## src/rtl/clksw_pkg.sv

```systemverilog
package clksw_pkg;

  typedef enum logic [1:0] {
    MODE_XTAL     = 2'b00,
    MODE_XTAL_PLL = 2'b01,
    MODE_RCEC     = 2'b10,
    MODE_RSVD     = 2'b11
  } osc_mode_e;

  typedef enum logic [2:0] {
    ST_IDLE,
    ST_STARTUP,
    ST_LOCK,
    ST_SETTLE,
    ST_MAIN
  } seq_state_e;

endpackage

```

## src/rtl/clksw_mode_decode.sv

```systemverilog
module clksw_mode_decode
  import clksw_pkg::*;
(
  input  logic [1:0] mode,
  output logic       need_startup,
  output logic       need_lock
);

  always_comb begin
    need_startup = 1'b1;
    need_lock    = 1'b0;
    case (osc_mode_e'(mode))
      MODE_XTAL:     begin need_startup = 1'b1; need_lock = 1'b0; end
      MODE_XTAL_PLL: begin need_startup = 1'b1; need_lock = 1'b1; end
      MODE_RCEC:     begin need_startup = 1'b0; need_lock = 1'b0; end
      default:       begin need_startup = 1'b1; need_lock = 1'b0; end
    endcase
  end

endmodule

```

## src/rtl/clksw_stage_counter.sv

```systemverilog
module clksw_stage_counter #(
  parameter int LIMIT = 8
) (
  input  logic clk,
  input  logic rst,
  input  logic active,
  input  logic tick,
  output logic last
);

  localparam int W = $clog2(LIMIT + 1);
  localparam logic [W-1:0] TOP = W'(LIMIT - 1);

  logic [W-1:0] cnt_q;

  assign last = active && tick && (cnt_q == TOP);

  always_ff @(posedge clk) begin
    if (rst || !active) begin
      cnt_q <= '0;
    end else if (tick) begin
      cnt_q <= last ? '0 : cnt_q + 1'b1;
    end
  end

  a_r11_cnt_bound: assert property (@(posedge clk) disable iff (rst)
    cnt_q <= TOP);

  a_r11_hold_without_tick: assert property (@(posedge clk) disable iff (rst)
    (active && !tick) |=> (cnt_q == $past(cnt_q) || !active || cnt_q == '0));

endmodule

```

## src/rtl/clksw_seq.sv

```systemverilog
module clksw_seq
  import clksw_pkg::*;
#(
  parameter int OST_CYCLES    = 1024,
  parameter int LOCK_TICKS    = 20,
  parameter int SETTLE_CYCLES = 8
) (
  input  logic       clk,
  input  logic       rst,
  input  logic       switch_req,
  input  logic       main_tick,
  input  logic       slow_tick,
  input  logic [1:0] osc_mode,
  output logic       sel_main,
  output logic       busy,
  output logic       done
);

  seq_state_e state_q;
  logic       need_lock_q;
  logic       dec_startup, dec_lock;
  logic       st_last, lk_last, se_last;

  clksw_mode_decode u_decode (
    .mode         (osc_mode),
    .need_startup (dec_startup),
    .need_lock    (dec_lock)
  );

  clksw_stage_counter #(.LIMIT(OST_CYCLES)) u_startup_cnt (
    .clk (clk), .rst (rst), .active (state_q == ST_STARTUP),
    .tick (main_tick), .last (st_last)
  );

  clksw_stage_counter #(.LIMIT(LOCK_TICKS)) u_lock_cnt (
    .clk (clk), .rst (rst), .active (state_q == ST_LOCK),
    .tick (slow_tick), .last (lk_last)
  );

  clksw_stage_counter #(.LIMIT(SETTLE_CYCLES)) u_settle_cnt (
    .clk (clk), .rst (rst), .active (state_q == ST_SETTLE),
    .tick (main_tick), .last (se_last)
  );

  always_ff @(posedge clk) begin
    if (rst) begin
      state_q     <= ST_IDLE;
      need_lock_q <= 1'b0;
      sel_main    <= 1'b0;
      busy        <= 1'b0;
      done        <= 1'b0;
    end else begin
      done <= 1'b0;
      case (state_q)
        ST_IDLE: begin
          if (switch_req) begin
            need_lock_q <= dec_lock;
            busy        <= 1'b1;
            state_q     <= dec_startup ? ST_STARTUP : ST_SETTLE;
          end
        end
        ST_STARTUP: begin
          if (st_last) state_q <= need_lock_q ? ST_LOCK : ST_SETTLE;
        end
        ST_LOCK: begin
          if (lk_last) state_q <= ST_SETTLE;
        end
        ST_SETTLE: begin
          if (se_last) begin
            state_q  <= ST_MAIN;
            sel_main <= 1'b1;
            busy     <= 1'b0;
            done     <= 1'b1;
          end
        end
        default: state_q <= ST_MAIN;
      endcase
    end
  end

  a_r2_accept_sets_busy: assert property (@(posedge clk) disable iff (rst)
    (state_q == ST_IDLE && switch_req) |=> busy);

  a_r8_busy_excludes_sel: assert property (@(posedge clk) disable iff (rst)
    !(busy && sel_main));

  a_r9_done_single: assert property (@(posedge clk) disable iff (rst)
    done |=> !done);

  a_r9_sel_rise_with_done: assert property (@(posedge clk) disable iff (rst)
    $rose(sel_main) |-> done);

  a_r10_sel_sticky: assert property (@(posedge clk) disable iff (rst)
    sel_main |=> sel_main);

endmodule

```

## config.mk

```make
export PLATFORM = sky130hd
export DESIGN_NAME = clksw_seq
export DESIGN_NICKNAME = d
export VERILOG_FILES = /design/src/rtl/clksw_pkg.sv /design/src/rtl/clksw_mode_decode.sv /design/src/rtl/clksw_stage_counter.sv /design/src/rtl/clksw_seq.sv
export SDC_FILE = /design/constraint.sdc
export NUM_CORES = 1
export LEC_CHECK = 0
export BUFFER_PORTS_ARGS = -buffer_cell sky130_fd_sc_hd__buf_2
export CAP_MARGIN = 20
export CORE_MARGIN = 2
export CORE_UTILIZATION = 55
export CTS_CLUSTER_SIZE = 40
export DETAILED_ROUTE_END_ITERATION = 10
export GPL_ROUTABILITY_DRIVEN = 0
export PLACE_DENSITY = 0.73
export SLEW_MARGIN = 40
export SYNTH_ARGS = -nofsm -noshare
export SYNTH_HDL_FRONTEND = slang
export SYNTH_SLANG_ARGS = --single-unit
```

## constraint.sdc

```tcl
create_clock -name clk -period 2.04 [get_ports clk]
set_input_delay 0.204 -clock clk [delete_from_list [all_inputs] [get_ports clk]]
set_output_delay 0.204 -clock clk [all_outputs]
set_load 0.01 [all_outputs]
```

==> reports/summary.txt, run 1 <==
setup tns final - 0 ps
post-synthesis cell count - 128
First-pass DRT Iterations - 4
Post-Layout Cell Count - 165
Synth area leader - dfxtp_1
via count - 889
final routed DRC violation total - 0
Clock power frac - 0.250
area added between synthesis and finish - 7.90%
Power, Total - 0.867 mW
Clock H-tree levels - 1
Layout Nets - 149
count of final setup violators - 0
path depth of the worst reg2reg path - 5
die height - 50.2 um
PD cells - 686 nW/um^2
first-pass GRT wire length - 3.53 mm
Max Cap Viol - 0
Final HPWL DP - 1.43 mm
worst path required time - 2220 ps
vias in the first global route - 862
Ant. Diodes - 0
clock root buffer - clkbuf_4
Max clock buf depth - 2
maximum vdd ir drop - 448 uV
post_cts resized - 0
CTS tree - done
routed wire length - 1.88 mm
Async SR Flop Fraction - 0
RSZ-0062 raised after global routing - false
Area contributors post-synth - dfxtp_1 46%, nor2_1 7.4%, xor2_1 5.2%, xnor2_1 4.5%, ha_1 3.2%
syn_nets - 138
FF-to-FF End - state_q[0]$_SDFFE_PP0P_
Reg2Reg Setup Slack - 350 ps
clk_lat worst skew - 310 ps
FMAX - 593 MHz
Yosys cell types - 34
max_slew headroom - 0.674
DR iter-0 viols - 10
Seq pwr share - 0.644
CP Launch Type - flip-flop
antenna violations before repair - 0
Worst-Margin Slew - 485 ps
Post-CTS Hold Fix Bufs - 0
Final Hold Fails - 0
row count - 16
Synth Warn # - 0
TritonCTS Buffers - 3
number of post-CTS setup repair buffers - 0
synthesized flop and latch total - 27
fin util - 0.638
dpl cell area - 1240 um^2
die area - 2520 um^2
RR Startpoint - u_startup_cnt.cnt_q[0]$_SDFFE_PP0P_
status - completed
Worst Hold Path EP - need_lock_q$_SDFFE_PP0P_
Switching Share - 0.240
critical path type - flip-flop to flip-flop
Mapped Area - 1170 um^2
Inst Count DP - 161
commonest cells after routing, fill and taps aside - 27 x dfxtp_1, 23 x nor2_1, 9 x buf_2
Post-synth EDFFs - 0
Die Wd - 50.2 um
share of layout cells above drive strength 1 - 0.116
Final Max Slew Viols - 0
post-layout minimum cycle time - 1690 ps
pin count of the biggest net entering global routing - 15
post-synthesis average cell area - 9.16 um^2
HP Class - input pin to flip-flop
io pins - 10
grt ovf - 0
Comb pwr share - 0.107
drt wl/cell - 11.4 um
Core Region - 1980 um^2
Worst Skew - 1.49 ps
Final Cell Area - 1260 um^2
Worst Min Path Start - rst
vias per inst - 5.39
Top FF cell, synth - dfxtp_1
Initial Utilization - 0.592
Lkg Pwr - 0.469 nW
Yosys top cell area share - 0.461
worst-path fanout max - 10
commonest non-fill, non-tap cell in the layout - dfxtp_1
CP Data Arrival Time - 1870 ps
NetSw - 0.208 mW
Min-Delay Path Depth - 2
P_int - 0.660 mW
Worst-path clk slew - 130 ps
Filler cells - 175
sequential-to-total area share from yosys stat - 0.461
clk sinks - 27
fin crit share - 0.827
CP endpoint kind - flip-flop
Port Buf Inserts - 9
Total Routing Usage GR - 0.181
DRT antenna net count - 0
==> area by class of cell <==
| cell class | instances | area [um^2] | share of cell area |
|---|---|---|---|
| Sequential cell | 27 | 541 | 0.427 |
| Tap cell | 27 | 33.8 | 0.0267 |
| Multi-Input combinational cell | 97 | 616 | 0.487 |
| Clock buffer | 4 | 26.3 | 0.0208 |
| Inverter | 1 | 3.75 | 0.00297 |
| Timing Repair Buffer | 9 | 45.0 | 0.0356 |
==> through the flow <==
stage	setup WS [ps]	hold slack [ps]
after CTS	352	141
after floorplan	547	341
after detailed placement	377	463
after global routing	199	148
after global placement	417	446
final	353	152
==> sequential cells by signal, summed over array words and instances (netlist names) <==
signal,cells
u_startup_cnt.cnt_q,11
state_q,3
u_settle_cnt.cnt_q,4
busy,1
sel_main,1
u_lock_cnt.cnt_q,5
need_lock_q,1
done,1
==> how the worst max path moves through the flow <==
stage	start	endpoint	slack [ps]	depth (start not counted)
2_1_floorplan	u_startup_cnt.cnt_q[0]$_SDFFE_PP0P_	state_q[0]$_SDFFE_PP0P_	550	5
3_3_place_gp	u_startup_cnt.cnt_q[0]$_SDFFE_PP0P_	state_q[0]$_SDFFE_PP0P_	420	5
3_5_place_dp	u_startup_cnt.cnt_q[0]$_SDFFE_PP0P_	state_q[0]$_SDFFE_PP0P_	380	5
4_1_cts	u_startup_cnt.cnt_q[0]$_SDFFE_PP0P_	state_q[0]$_SDFFE_PP0P_	350	5
5_1_grt	u_startup_cnt.cnt_q[0]$_SDFFE_PP0P_	state_q[0]$_SDFFE_PP0P_	200	5
6_report	u_startup_cnt.cnt_q[0]$_SDFFE_PP0P_	state_q[0]$_SDFFE_PP0P_	350	5
==> cell families after synthesis <==
kind of cell	after synthesis	share of synthesized area
AO/OA/AOI/OAI	12	0.0726
XOR/XNOR	13	0.0971
adder cells (fa/ha/maj)	3	0.0320
buffers and inverters	4	0.0139
flip-flops	27	0.461
multiplexers	2	0.0171
AND/OR/NAND/NOR	67	0.306
==> critical path, stage by stage (launching register included) <==
cell	delay, ps
dfxtp_1	390
ha_1	170
and4_1	270
nand4_1	170
o21ai_2	390
o311ai_2	170
==> per-layer routing <==
| metal | track usage | up-vias | wire, um |
|---|---|---|---|
| met5 | 0 | - | 0 |
| met4 | 0.0556 | 0 | 13 |
| met3 | 0.0446 | 2 | 64 |
| met2 | 0.294 | 15 | 900 |
| met1 | 0.236 | 405 | 902 |
| li1 | - | 467 | - |
==> power groups by stage <==
stage	Sequential [mW]	Combinational (mW)	Clock (mW)
2_1_floorplan	0.565	0.0723	0
3_3_place_gp	0.568	0.0904	0
3_5_place_dp	0.570	0.0929	0
4_1_cts	0.559	0.0934	0.229
5_1_grt	0.561	0.106	0.254
6_report	0.558	0.0926	0.216
==> cells in the mapped netlist (2+ instances only) <==
master / count
xnor2_1: 6
nor3_1: 3
and3_1: 3
nand2_1: 6
nand4_1: 5
clkbuf_1: 2
mux2i_1: 2
a21oi_1: 5
dfxtp_1: 27
and4_1: 3
ha_1: 3
xor2_1: 7
nor2_1: 23
nand3_1: 5
nand2b_1: 4
nand3b_1: 2
o21ai_0: 2
nor2b_1: 2
or3_1: 3
No activity file was read; power rests on OpenSTA's default activity.
==> inputs of run 2 (changes only) <==
Settings changed: ABC_AREA from default to 1, CORE_UTILIZATION 55 to 52, PLACE_DENSITY 0.73 to 0.72.
Clock period 2.04 ns to 1.5 ns, I/O delays scaled along.
==> run 2 against run 1 <==
Clock power grew 50%. Combinational power rose to 4.2 times the previous value. Utilization shrank 5.8 points. First-iteration DRC count grew 60%. Synthesized cell count is 38% higher. Maximum frequency increased by 23%. Clock skew is 5.9 ps higher. Wire length up 27%. Critical path type unchanged. Critical endpoint unchanged.
==> reports/summary.txt, run 2 <==
status - completed (unchanged)
post-layout minimum cycle time - 1370 ps (was 1690 ps)
First-pass DRT Iterations - 5 (was 4)
HP Class - input pin to flip-flop (unchanged)
routed wire length - 2.38 mm (was 1.88 mm)
commonest cells after routing, fill and taps aside - 33 x nand2_1, 26 x nor2_1, 25 x dfxtp_1 (was 27 x dfxtp_1, 23 x nor2_1, 9 x buf_2)
Port Buf Inserts - 9 (unchanged)
clk_lat worst skew - 330 ps (was 310 ps)
Met3 Routed Length - 66 um (was 64 um)
TritonCTS Buffers - 3 (unchanged)
simple-gate share of the synthesized area - 0.339 (was 0.306)
CP endpoint kind - flip-flop (unchanged)
antenna violations before repair - 0 (unchanged)
Post-synth EDFFs - 0 (unchanged)
pin count of the biggest net entering global routing - 16 (was 15)
Crit-path slowest cell - dfxtp_1 (unchanged)
Layout Nets - 199 (was 149)
biggest regs - u_startup_cnt.cnt_q x11, u_lock_cnt.cnt_q x5, u_settle_cnt.cnt_q x4 (unchanged)
worst-path fanout max - 4 (was 10)
Top reg by flops - u_startup_cnt.cnt_q (unchanged)
Max clock buf depth - 2 (unchanged)
CP Launch Type - flip-flop (unchanged)
Final Hold Fails - 0 (unchanged)
Post-Layout Cell Count - 218 (was 165)
Synth area leader - dfxtp_1 (unchanged)
Largest register FFs - 11 (unchanged)
PD cells - 1100 nW/um^2 (was 686 nW/um^2)
synthesized flop and latch total - 27 (unchanged)
grt ovf - 0 (unchanged)
post-synthesis average cell area - 7.32 um^2 (was 9.16 um^2)
Post-CTS Hold Fix Bufs - 0 (unchanged)
Comb pwr share - 0.255 (was 0.107)
maximum vdd ir drop - 676 uV (was 448 uV)
commonest non-fill, non-tap cell in the layout - nand2_1 (was dfxtp_1)
post_cts resized - 0 (unchanged)
clock root buffer - clkbuf_4 (unchanged)
Crit path top cell by count - nand3_1
clk sinks - 27 (unchanged)
Clock power frac - 0.211 (was 0.250)
most instantiated library cell after synthesis - nand2_1 (was dfxtp_1)
worst path required time - 1740 ps (was 2220 ps)
CP Data Arrival Time - 1610 ps (was 1870 ps)
row count - 18 (was 16)
CTS tree - done (unchanged)
vias in the first global route - 1059 (was 862)
area of the multi-input gates - 656 um^2 (was 616 um^2)
max_slew headroom - 0.761 (was 0.674)
DRT antenna net count - 0 (unchanged)
post-synthesis cell count - 176 (was 128)
Yosys top cell area share - 0.419 (was 0.461)
vias per inst - 5.22 (was 5.39)
Core Region - 2410 um^2 (was 1980 um^2)
critical path type - flip-flop to flip-flop (unchanged)
die area - 2890 um^2 (was 2520 um^2)
Switching Share - 0.348 (was 0.240)
DR iter-0 viols - 16 (was 10)
Mapped Area - 1290 um^2 (was 1170 um^2)
Synth Warn # - 0 (unchanged)
count of final setup violators - 0 (unchanged)
setup ws final - 129 ps (was 353 ps)
main combinational cell family by area after synthesis - simple AND/OR/NAND/NOR gates (unchanged)
die height - 53.8 um (was 50.2 um)
drt wl/cell - 10.9 um (was 11.4 um)
register area - 543 um^2 (was 541 um^2)
Final Max Slew Viols - 0 (unchanged)
Setup WS pre-CTS - 124 ps (was 377 ps)
post-synthesis mux area share - 0 (was 0.0171)
area added between synthesis and finish - 8.54% (was 7.90%)
Worst-path clk slew - 150 ps (was 130 ps)
sequential-to-total area share from yosys stat - 0.419 (was 0.461)
adder-cell share of the synthesized area - 0.0291 (was 0.0320)
Die Wd - 53.8 um (was 50.2 um)
fin crit share - 0.914 (was 0.827)
DR WL met2 - 1.18 mm (was 900 um)
Ant. Diodes - 0 (unchanged)
Area contributors post-synth - dfxtp_1 42%, nand2_1 9.6%, nor2_1 7.6%, inv_1 5.8%, a21oi_1 5.0% (was dfxtp_1 46%, nor2_1 7.4%, xor2_1 5.2%, xnor2_1 4.5%, ha_1 3.2%)
Max Cap Viol - 0 (unchanged)
Filler cells - 217 (was 175)
top routing layer in use - met4 (unchanged)
via count - 1139 (was 889)
setup tns final - 0 ps (unchanged)
Post-Synth XOR/XNOR Area - 0.0340 (was 0.0971)
io pins - 10 (unchanged)
syn_nets - 186 (was 138)
Clock H-tree levels - 1 (unchanged)
first-pass GRT wire length - 4.08 mm (was 3.53 mm)
Inst Count DP - 214 (was 161)
FMAX - 729 MHz (was 593 MHz)
final routed DRC violation total - 0 (unchanged)
share of layout cells above drive strength 1 - 0.154 (was 0.116)
Yosys cell types - 28 (was 34)
P_int - 1.00 mW (was 0.660 mW)
Worst Skew - 7.39 ps (was 1.49 ps)
Initial Utilization - 0.535 (was 0.592)
largest stage delay on the critical path - 400 ps (was 390 ps)
Worst-Margin Slew - 357 ps (was 485 ps)
Compound-Gate Fraction of Synth Area - 0.103 (was 0.0726)
Lkg Pwr - 0.546 nW (was 0.469 nW)
NetSw - 0.535 mW (was 0.208 mW)
top cells by count, synth - 33 x nand2_1, 27 x dfxtp_1, 26 x nor2_1, 20 x inv_1, 13 x a21oi_1 (was 27 x dfxtp_1, 23 x nor2_1, 7 x xor2_1, 6 x nand2_1, 6 x xnor2_1)
Seq pwr share - 0.534 (was 0.644)
Top FF cell, synth - dfxtp_1 (unchanged)
number of post-CTS setup repair buffers - 0 (unchanged)
CP Buf/Inv Count - 0 (unchanged)
Total Routing Usage GR - 0.193 (was 0.181)
Final HPWL DP - 1.85 mm (was 1.43 mm)
M1 WL - 1.09 mm (was 902 um)
crit-path cells - ha_1 > nand3_1 > nor2_1 > nand3_1 > nand2_1 > nand3_1 > nand2_1 > nor2_1 (was ha_1 > and4_1 > nand4_1 > o21ai_2 > o311ai_2)
Async SR Flop Fraction - 0 (unchanged)
Crit path max-delay family - simple AND/OR/NAND/NOR gates (was compound AO/OA/AOI/OAI gates)
## run 2: cell types whose count changed in the layout (fill, tap and decap cells not counted), moves of 4 or more
cell,before,now
nand2b_1,4,0
inv_1,1,20
xnor2_1,6,1
o21ai_0,2,6
a21oi_1,5,13
nor3_1,3,8
nand2_1,6,33
## run 2: final timing paths
check | start | endpoint | slack (ps) | depth (start not counted)
setup / recovery | u_startup_cnt.cnt_q[0]$_SDFFE_PP0P_ | state_q[0]$_SDFFE_PP0P_ | 130 | 8
hold / removal | rst | done$_SDFF_PP0_ | 50 | 2
setup reg to reg | u_startup_cnt.cnt_q[0]$_SDFFE_PP0P_ | state_q[0]$_SDFFE_PP0P_ | 130 | 8
hold reg to reg | u_startup_cnt.cnt_q[10]$_SDFFE_PP0P_ | u_startup_cnt.cnt_q[10]$_SDFFE_PP0P_ | 470 | 2
## run 2: cell type report
type / count / share of cell area
clock inverter: 1 / 0.00358
clock buffer: 3 / 0.0161
sequential: 27 / 0.388
multi-input combinational: 124 / 0.469
timing repair buffer: 9 / 0.0322
inverter: 24 / 0.0644
tap: 30 / 0.0268
## run 2: kinds of logic (layout without fill, tap and decap cells)
logic type      count (synthesis)  count (layout)
simple gates                   92              92
compound gates                 24              24
buf+inv                        25              37
fa+ha+maj                       3               3
flops                          27              27
xor+xnor                        5               5
## run 2: per-stage QoR
stage               hold slack [ps]  total power, mW  area [um^2]   util
floorplan                       222             1.12         1290      -
global placement                397             1.19         1360  0.566
detailed placement              412             1.21         1360  0.566
CTS                            37.2             1.53         1390  0.577
global route                   47.1             1.64         1400  0.580
finish                         47.7             1.54         1400  0.580
## run 2: power groups by stage
| stage | logic, mW | clock network [mW] | registers, mW |
|---|---|---|---|
| after floorplan | 0.295 | 0 | 0.827 |
| after detailed placement | 0.377 | 0 | 0.834 |
| final | 0.392 | 0.324 | 0.821 |
| after global routing | 0.456 | 0.353 | 0.828 |
| after global placement | 0.363 | 0 | 0.831 |
| after CTS | 0.380 | 0.335 | 0.819 |
## run 2: per-layer routing
| layer | global-route usage | vias up |
|---|---|---|
| met5 | 0 | - |
| met4 | 0.0983 | 0 |
| met3 | 0.0250 | 5 |
| met2 | 0.317 | 17 |
| met1 | 0.247 | 522 |
| li1 | - | 595 |
==> inputs of run 3 (changes only) <==
Clock period 1.5 ns to 1.12 ns, I/O delays scaled along.
==> run 3 against run 2 <==
The run now ends with negative setup slack left. Register-to-register slack got worse by 260 ps. Largest power group unchanged. Highest routed layer unchanged. Final area rose by 34%. Critical path type unchanged. Wire length rose by 34%.
==> reports/summary.txt, run 3 (same netlist as run 2, synthesis figures left out) <==
Min-Delay Path Depth - 3 (was 2)
Worst-path clk slew - 140 ps (was 150 ps)
Layout Nets - 233 (was 199)
Max clock buf depth - 2 (unchanged)
worst path required time - 1350 ps (was 1740 ps)
Port Buf Inserts - 9 (unchanged)
CP Launch Type - flip-flop (unchanged)
final routed DRC violation total - 0 (unchanged)
largest stage delay on the critical path - 380 ps (was 400 ps)
Crit-path slowest cell - dfxtp_2 (was dfxtp_1)
io pins - 10 (unchanged)
row count - 18 (unchanged)
Min Hold Slack - 68.7 ps (was 47.7 ps)
RSZ-0062 raised after global routing - true
critical path type - flip-flop to flip-flop (unchanged)
Crit path max-delay family - flip-flops (was simple AND/OR/NAND/NOR gates)
FF-to-FF End - u_settle_cnt.cnt_q[0]$_SDFFE_PP0P_ (was state_q[0]$_SDFFE_PP0P_)
Clock H-tree levels - 1 (unchanged)
commonest cells after routing, fill and taps aside - 30 x buf_4, 27 x nand2_1, 19 x inv_1 (was 33 x nand2_1, 26 x nor2_1, 25 x dfxtp_1)
routed wire length - 3.20 mm (was 2.38 mm)
M1 WL - 1.39 mm (was 1.09 mm)
biggest regs - u_startup_cnt.cnt_q x11, u_lock_cnt.cnt_q x5, u_settle_cnt.cnt_q x4 (unchanged)
die area - 2890 um^2 (unchanged)
fin crit share - 1.12 (was 0.914)
Worst Hold Path EP - state_q[2]$_SDFFE_PP0P_ (was done$_SDFF_PP0_)
crit-path cells - ha_4 > nand4_1 > buf_4 > nor2_4 > inv_2 > a21oi_2 > nor3_1 (was ha_1 > nand3_1 > nor2_1 > nand3_1 > nand2_1 > nand3_1 > nand2_1 > nor2_1)
maximum vdd ir drop - 1090 uV (was 676 uV)
Reg2Reg Setup Slack - -130 ps (was 130 ps)
CP Data Arrival Time - 1480 ps (was 1610 ps)
area added between synthesis and finish - 45.0% (was 8.54%)
Ant. Diodes - 0 (unchanged)
Final HPWL DP - 2.12 mm (was 1.85 mm)
Core Region - 2410 um^2 (unchanged)
setup ws final - -131 ps (was 129 ps)
HP Class - input pin to flip-flop (unchanged)
Final Max Slew Viols - 0 (unchanged)
setup tns final - -1290 ps (was 0 ps)
Lkg Pwr - 0.739 nW (was 0.546 nW)
RR Startpoint - u_settle_cnt.cnt_q[0]$_SDFFE_PP0P_ (was u_startup_cnt.cnt_q[0]$_SDFFE_PP0P_)
Final Cell Area - 1870 um^2 (was 1400 um^2)
CP endpoint kind - flip-flop (unchanged)
pin count of the biggest net entering global routing - 15 (was 16)
fin util - 0.775 (was 0.580)
share of layout cells above drive strength 1 - 0.464 (was 0.154)
worst-path fanout max - 4 (unchanged)
Total Routing Usage GR - 0.229 (was 0.193)
clk sinks - 27 (unchanged)
Worst-Margin Slew - 304 ps (was 357 ps)
DR WL met2 - 1.66 mm (was 1.18 mm)
via count - 1291 (was 1139)
CTS tree - done (unchanged)
Worst Skew - 1.57 ps (was 7.39 ps)
post-layout minimum cycle time - 1250 ps (was 1370 ps)
count of final setup violators - 19 (was 0)
CP Buf/Inv Count - 2 (was 0)
first-pass GRT wire length - 4.82 mm (was 4.08 mm)
First-pass DRT Iterations - 4 (was 5)
FMAX - 799 MHz (was 729 MHz)
Max Cap Viol - 0 (unchanged)
dpl cell area - 1620 um^2 (was 1360 um^2)
Met3 Routed Length - 82 um (was 66 um)
PD cells - 1250 nW/um^2 (was 1100 nW/um^2)
Largest register FFs - 11 (unchanged)
die height - 53.8 um (unchanged)
Final Hold Fails - 0 (unchanged)
vias in the first global route - 1187 (was 1059)
Initial Utilization - 0.535 (unchanged)
top routing layer in use - met4 (unchanged)
max_slew headroom - 0.796 (was 0.761)
DR iter-0 viols - 10 (was 16)
DRT antenna net count - 0 (unchanged)
clock root buffer - clkbuf_4 (unchanged)
Top reg by flops - u_startup_cnt.cnt_q (unchanged)
Worst Min Path Start - rst (unchanged)
status - finished with violations (was completed)
path depth of the worst reg2reg path - 7 (was 8)
clk_lat worst skew - 320 ps (was 330 ps)
Die Wd - 53.8 um (unchanged)
TritonCTS Buffers - 3 (unchanged)
drt wl/cell - 12.7 um (was 10.9 um)
grt ovf - 0 (unchanged)
vias per inst - 5.12 (was 5.22)
antenna violations before repair - 0 (unchanged)
violated checks - negative setup slack
commonest non-fill, non-tap cell in the layout - buf_4 (was nand2_1)
[run 3: what timing repair did]
action                                 in CTS  in global routing
endpoints found under the hold margin       1                  0
pin swaps                                  11                 10
resized for setup                          25                 26
setup endpoints to repair                  22                 23
hold buffers                                1                  0
setup buffers                               3                  1
cloned                                      0                  0
[run 3: routing by layer]
layer / global-route usage / vias to the layer above
met2: 0.409 / 23
met4: 0.0855 / 0
met1: 0.281 / 592
met3: 0.0250 / 10
met5: 0 / -
li1: - / 666
[run 3: layout make-up]
class | count | area (um^2)
clock buffers | 4 | 26.3
multi-input cells | 124 | 843
inverters | 24 | 90.1
well taps | 30 | 37.5
flip-flops and latches | 27 | 557
fillers | 183 | 542
repair buffers | 43 | 314
[run 3: where the power goes]
| group | internal [mW] | switching, mW | leakage (nW) |
|---|---|---|---|
| Sequential | 1.05 | 0.0725 | 0.224 |
| Combinational | 0.350 | 0.453 | 0.500 |
| Clock | 0.140 | 0.283 | 0.0150 |
| Total | 1.53 | 0.808 | 0.739 |
[run 3: through the flow]
step                      setup slack (ps)  power (mW)  cells
after detailed placement              -179        1.79    243
final                                 -131        2.34    252
after floorplan                      -80.7        1.51    176
after global placement                -124        1.75    243
after global routing                  -200        2.50    252
after CTS                             -127        2.28    251
[run 3: tightest hold or removal path, cell delays in order]
cell	delay (ps)
buf_2	80
buf_4	130
nor2_1	50
[run 3: worst max-delay path by stage]
stage / slack (ps) / startpoint / endpoint / cells past startpoint
2_1_floorplan: -80 / u_settle_cnt.cnt_q[0]$_SDFFE_PP0P_ / state_q[0]$_SDFFE_PP0P_ / 8
3_3_place_gp: -120 / u_lock_cnt.cnt_q[0]$_SDFFE_PP0P_ / state_q[0]$_SDFFE_PP0P_ / 8
4_1_cts: -130 / u_settle_cnt.cnt_q[0]$_SDFFE_PP0P_ / state_q[0]$_SDFFE_PP0P_ / 8
3_5_place_dp: -180 / u_lock_cnt.cnt_q[0]$_SDFFE_PP0P_ / state_q[0]$_SDFFE_PP0P_ / 8
6_report: -130 / u_settle_cnt.cnt_q[0]$_SDFFE_PP0P_ / u_settle_cnt.cnt_q[0]$_SDFFE_PP0P_ / 7
5_1_grt: -200 / u_startup_cnt.cnt_q[1]$_SDFFE_PP0P_ / state_q[0]$_SDFFE_PP0P_ / 8
